[src/rtl/pm_func_decode.sv]
module pm_func_decode #(
  parameter int ADDR_W      = 16,
  parameter int PM_WIN_LOG2 = 7,
  parameter int SMB_WIN_LOG2 = 4,
  parameter int NUM_EVT     = 4,
  parameter logic [7:0] PIN_RST = 8'h01
) (
  input  logic              clk,
  input  logic              rst_n,
  input  logic              cfg_we,
  input  logic [7:0]        cfg_addr,
  input  logic [7:0]        cfg_wdata,
  output logic [7:0]        cfg_rdata,
  input  logic              io_strobe,
  input  logic              io_byte,
  input  logic [ADDR_W-1:0] io_addr,
  output logic              pm_hit,
  output logic              smb_hit,
  input  logic [NUM_EVT-1:0] evt_set,
  output logic              sci
);
  localparam int PM_BW  = ADDR_W - PM_WIN_LOG2;
  localparam int SMB_BW = ADDR_W - SMB_WIN_LOG2;
  localparam logic [ADDR_W-1:0] PM_MASK  = {{PM_BW{1'b1}}, {PM_WIN_LOG2{1'b0}}};
  localparam logic [ADDR_W-1:0] SMB_MASK = {{SMB_BW{1'b1}}, {SMB_WIN_LOG2{1'b0}}};

  localparam logic [7:0] A_PIN  = 8'h3D;
  localparam logic [7:0] A_PMEN = 8'h41;
  localparam logic [7:0] A_EVEN = 8'h44;
  localparam logic [7:0] A_STS  = 8'h45;
  localparam logic [7:0] A_PMB0 = 8'h48;
  localparam logic [7:0] A_PMB1 = 8'h49;
  localparam logic [7:0] A_SMB0 = 8'h90;
  localparam logic [7:0] A_SMB1 = 8'h91;
  localparam logic [7:0] A_SMEN = 8'hD2;

  logic [ADDR_W-1:0]  pm_base, smb_base;
  logic [7:0]         pm_ctl, int_pin;
  logic [3:0]         smb_ctl;
  logic [NUM_EVT-1:0] evt_en, evt_sts;

  wire wr = cfg_we;

  always_ff @(posedge clk) begin
    if (!rst_n) begin
      pm_base  <= '0;
      smb_base <= '0;
      pm_ctl   <= '0;
      smb_ctl  <= '0;
      evt_en   <= '0;
      int_pin  <= PIN_RST;
    end else if (wr) begin
      case (cfg_addr)
        A_PMB0: pm_base[7:0]  <= cfg_wdata & PM_MASK[7:0];
        A_PMB1: pm_base[15:8] <= cfg_wdata & PM_MASK[15:8];
        A_SMB0: smb_base[7:0] <= cfg_wdata & SMB_MASK[7:0];
        A_SMB1: smb_base[15:8] <= cfg_wdata & SMB_MASK[15:8];
        A_PMEN: pm_ctl  <= cfg_wdata;
        A_SMEN: smb_ctl <= cfg_wdata[3:0];
        A_EVEN: evt_en  <= cfg_wdata[NUM_EVT-1:0];
        A_PIN:  int_pin <= cfg_wdata;
        default: ;
      endcase
    end
  end

  wire [NUM_EVT-1:0] clr_mask = (wr && cfg_addr == A_STS) ? cfg_wdata[NUM_EVT-1:0] : '0;

  always_ff @(posedge clk) begin
    if (!rst_n) evt_sts <= '0;
    else        evt_sts <= (evt_sts & ~clr_mask) | evt_set;
  end

  always_ff @(posedge clk) begin
    if (!rst_n) sci <= 1'b0;
    else        sci <= (int_pin != 8'h00) && ((evt_sts & evt_en) != '0);
  end

  always_comb begin
    cfg_rdata = 8'h00;
    case (cfg_addr)
      A_PMB0: cfg_rdata = (pm_base[7:0] & PM_MASK[7:0]) | 8'h01;
      A_PMB1: cfg_rdata = pm_base[15:8];
      A_SMB0: cfg_rdata = (smb_base[7:0] & SMB_MASK[7:0]) | 8'h01;
      A_SMB1: cfg_rdata = smb_base[15:8];
      A_PMEN: cfg_rdata = pm_ctl;
      A_SMEN: cfg_rdata = {4'h0, smb_ctl};
      A_EVEN: cfg_rdata = 8'(evt_en);
      A_STS:  cfg_rdata = 8'(evt_sts);
      A_PIN:  cfg_rdata = int_pin;
      default: cfg_rdata = 8'h00;
    endcase
  end

  assign pm_hit  = io_strobe && io_byte && pm_ctl[7] &&
                   ((io_addr & PM_MASK) == (pm_base & PM_MASK));
  assign smb_hit = io_strobe && smb_ctl[0] &&
                   ((io_addr & SMB_MASK) == (smb_base & SMB_MASK));

  a_r5_pm_hit_needs_enable: assert property (@(posedge clk) disable iff (!rst_n)
    pm_hit |-> (io_strobe && io_byte && pm_ctl[7]));

  a_r6_smb_hit_needs_enable: assert property (@(posedge clk) disable iff (!rst_n)
    smb_hit |-> (io_strobe && smb_ctl[0]));

  a_r8_set_latches: assert property (@(posedge clk) disable iff (!rst_n)
    (evt_set != '0) |=> ((evt_sts & $past(evt_set)) == $past(evt_set)));

  a_r9_clear_w1c: assert property (@(posedge clk) disable iff (!rst_n)
    (cfg_we && cfg_addr == A_STS && evt_set == '0) |=>
      ((evt_sts & $past(cfg_wdata[NUM_EVT-1:0])) == '0));

  a_r11_sci_fall_cause: assert property (@(posedge clk) disable iff (!rst_n)
    (sci && !$isunknown(evt_sts)) |=> (!sci || (($past(evt_sts) & $past(evt_en)) != '0)));

  a_r12_pin_zero_quiet: assert property (@(posedge clk) disable iff (!rst_n)
    (int_pin == 8'h00 && !cfg_we) |=> !sci);
endmodule

[config.mk]
export PLATFORM = sky130hd
export DESIGN_NAME = pm_func_decode
export DESIGN_NICKNAME = d
export VERILOG_FILES = /design/src/rtl/pm_func_decode.sv
export SDC_FILE = /design/constraint.sdc
export NUM_CORES = 1
export LEC_CHECK = 0
export ABC_CLOCK_PERIOD_IN_PS = 1510
export BUFFER_PORTS_ARGS = -buffer_cell sky130_fd_sc_hd__buf_2
export CORE_UTILIZATION = 55
export DETAILED_ROUTE_END_ITERATION = 8
export PLACE_DENSITY = 0.84
export SLEW_MARGIN = 20
export SYNTH_ARGS = -nofsm -noshare
export SYNTH_HDL_FRONTEND = slang
export SYNTH_SLANG_ARGS = --single-unit
[constraint.sdc]
create_clock -name clk -period 1.51 [get_ports clk]
set_input_delay 0.151 -clock clk [delete_from_list [all_inputs] [get_ports clk]]
set_output_delay 0.151 -clock clk [all_outputs]
set_load 0.03 [all_outputs]
==> reports/metrics.yaml <==
numCtsBuffers: 5
cts_sinks: 50
fin_crit_ns: 1.85
synthCells: 296
syn_area_um2: 2670
grt_overflow: 0
avgSynthCellArea_um2: 9.00
yosys_warnings: 0
rsz0062_at_grt: "true"
synth_area_leader_cell: "dfxtp_1"
synth_top_family_by_area: "simple AND/OR/NAND/NOR gates"
fin_skew_ns: 0.00794
synthXorXnorAreaFrac_pct: 6.90
grt_max_degree: 25
worstPathRequired_ns: 1.36
cts_buffer_depth: 2
vias_per_cell: 6.65
root_buffer: "clkbuf_8"
fin_crit_sh_pct: 123
drive_above_1_share_pct: 42.6
hold_path.class: "input port to flop"
violations: "setup timing"
grt_usage_pct: 33.5
wl_per_cell_um: 21.1
powerDensity_nw_per_um2: 727
finalSetupViolCount: 10
end_kind: "output port"
grt_pass1_wl_um: 13200
diodes: 0
wirelength_um: 9030
die-area_um2: 5130
io_buffers: 47
row_count: 24
gp_congestion: 1.02
dr.first_iter.drc_count: 457
postCtsHoldBufs: 0
netlist_top_cells_area: "dfxtp_1, mux2i_1, xnor2_1"
vias: 2847
vdd_drop_max_mv: 0.664
synth-compound-area-share_pct: 15.2
synth_nets: 337
setup_tns_ns: -1.20
crit_fanout: 2
yosysTopAreaCellShare_pct: 37.6
status: "finished with violations"
final_max_slew_viol_count: 0
slew_headroom_pct: 70.1
max_cap_viol_count: 0
start_util_pct: 59.2
grt_pass1_vias: 2681
final-hold-violation-count: 0
fin_nets: 416
drtPass1Iterations: 7
area_growth_pct: 37.6
arrival_ns: 1.70
final_util_pct: 81.4
clk_latency_ns: 0.31
hpwl_um: 5900
cts_tree: "yes"
critical_path_class: "flop to output port"
fmax_ghz: 0.539
netlist-cell-type-count: 47
setup_slack_ns: -0.344
seq_area_frac_synth_pct: 37.6
synth_simple_gate_area_share_pct: 26.4
fp.coreArea_um2: 4500
path_clk_slew_ns: 0.10
grt_antenna_before_repair: 0
ioPinCount: 52
cp-start-kind: "flop"
synth.area.mux_share_pct: 11.3
tightest_slew_ns: 0.448
p_leak_nw: 1.55
die_x_um: 71.6
ant_nets: 0
remaining_drc_errors: 0
fp.dieH_um: 71.6
ys_seq_elements: 50
yosys.area_share.adder_pct: 0
cts_htree_levels: 2
pre_cts_ws_ns: -0.212
-- logic make-up (layout without fill, tap and decap cells) --
logic type / count (synthesis) / after routing
AO/OA/AOI/OAI: 60 / 60
XOR/XNOR: 21 / 21
buffers and inverters: 17 / 97
AND/OR/NAND/NOR: 119 / 119
multiplexers: 29 / 29
flip-flops: 50 / 50
-- cell type report --
class | instances | area [um2]
Multi-Input combinational cell | 229 | 1780
Fill cell | 266 | 838
Tap cell | 52 | 65.1
Clock buffer | 5 | 68.8
Sequential cell | 50 | 1030
Clock inverter | 3 | 47.5
Inverter | 1 | 3.75
Timing Repair Buffer | 88 | 666
-- flip-flops by register name (all words and copies together), names as in the netlist --
| signal | cells |
|---|---|
| pm_ctl | 8 |
| pm_base | 9 |
| smb_ctl | 4 |
| evt_en | 4 |
| smb_base | 12 |
| sci | 1 |
| int_pin | 8 |
| evt_sts | 4 |
-- per-layer routing --
metal,vias up,routed length (um),track usage [%]
li1,1266,-,-
met1,1343,3680,44.1
met2,182,4230,52.2
met3,56,737,7.88
met4,0,388,15.3
met5,-,0,0
-- synthesized netlist by cell type, drive strengths merged --
| library cell | count |
|---|---|
| nand4 | 12 |
| a22o | 4 |
| a21oi | 3 |
| a32oi | 1 |
| buf | 5 |
| mux2 | 8 |
| a221o | 3 |
| and4bb | 2 |
| o21ai | 24 |
| nand3b | 2 |
| and4b | 2 |
| and2 | 3 |
| nand2b | 2 |
| o211a | 1 |
| and3 | 4 |
| xnor2 | 21 |
| o2111ai | 1 |
| nor3b | 2 |
| nor4 | 3 |
| o221ai | 2 |
| inv | 1 |
| mux2i | 21 |
| a31oi | 3 |
| nor2b | 21 |
| or4b | 1 |
| nor3 | 3 |
| clkbuf | 11 |
| nand3 | 32 |
| nor2 | 7 |
| o22ai | 2 |
| a2111o | 1 |
| a22oi | 1 |
| nand2 | 17 |
| a21boi | 8 |
| nand4b | 2 |
| a221oi | 1 |
| nor4bb | 1 |
| a222oi | 1 |
| nor4b | 3 |
| dfxtp | 50 |
| o21a | 4 |
-- repair_timing --
action                     CTS  global route
hold endpoints to repair     0             0
setup endpoints to repair   10            10
pin swaps                   23            12
buffers inserted             1             3
resized for setup           64            19
-- stage by stage --
step | power (mW) | cell area (um2) | instances | hold slack, ns
finish | 2.67 | 3670 | 428 | 0.0497
global route | 2.74 | 3670 | 428 | 0.0382
CTS | 2.63 | 3570 | 425 | 0.0482
detailed placement | 1.66 | 3240 | 416 | 0.362
global placement | 1.65 | 3240 | 416 | 0.361
floorplan | 1.50 | 2710 | 296 | 0.275
-- critical path: stages (launching register included) --
cell,delay (ns)
dfxtp_2,0.34
mux2_4,0.27
a22o_1,0.21
a221oi_2,0.25
o221ai_2,0.15
buf_6,0.16
-- path summary, 6_finish.rpt --
check                  start           end  slack [ns]  depth (start not counted)
hold reg to reg   smb_ctl[3]    smb_ctl[3]        0.47                          2
setup reg to reg  int_pin[4]           sci        0.52                          2
setup / recovery   pm_ctl[0]  cfg_rdata[0]       -0.34                          5
hold / removal    evt_set[1]    evt_sts[1]        0.05                          2
-- power breakdown --
part           switching [mW]  internal [mW]
logic                   0.188          0.162
registers             0.00924           1.32
clock network           0.481          0.503
-- cell usage in the layout (no fill, tap or decap), drive strengths merged, types with 8 or more instances in the layout --
cell    netlist  routed
mux2          8       8
xnor2        21      21
nand2        17      17
dfxtp        50      50
o21ai        24      24
buf           5      88
nand3        32      32
a21boi        8       8
nor2b        21      21
nand4        12      12
mux2i        21      21
Power figures use the tool's default switching activity.
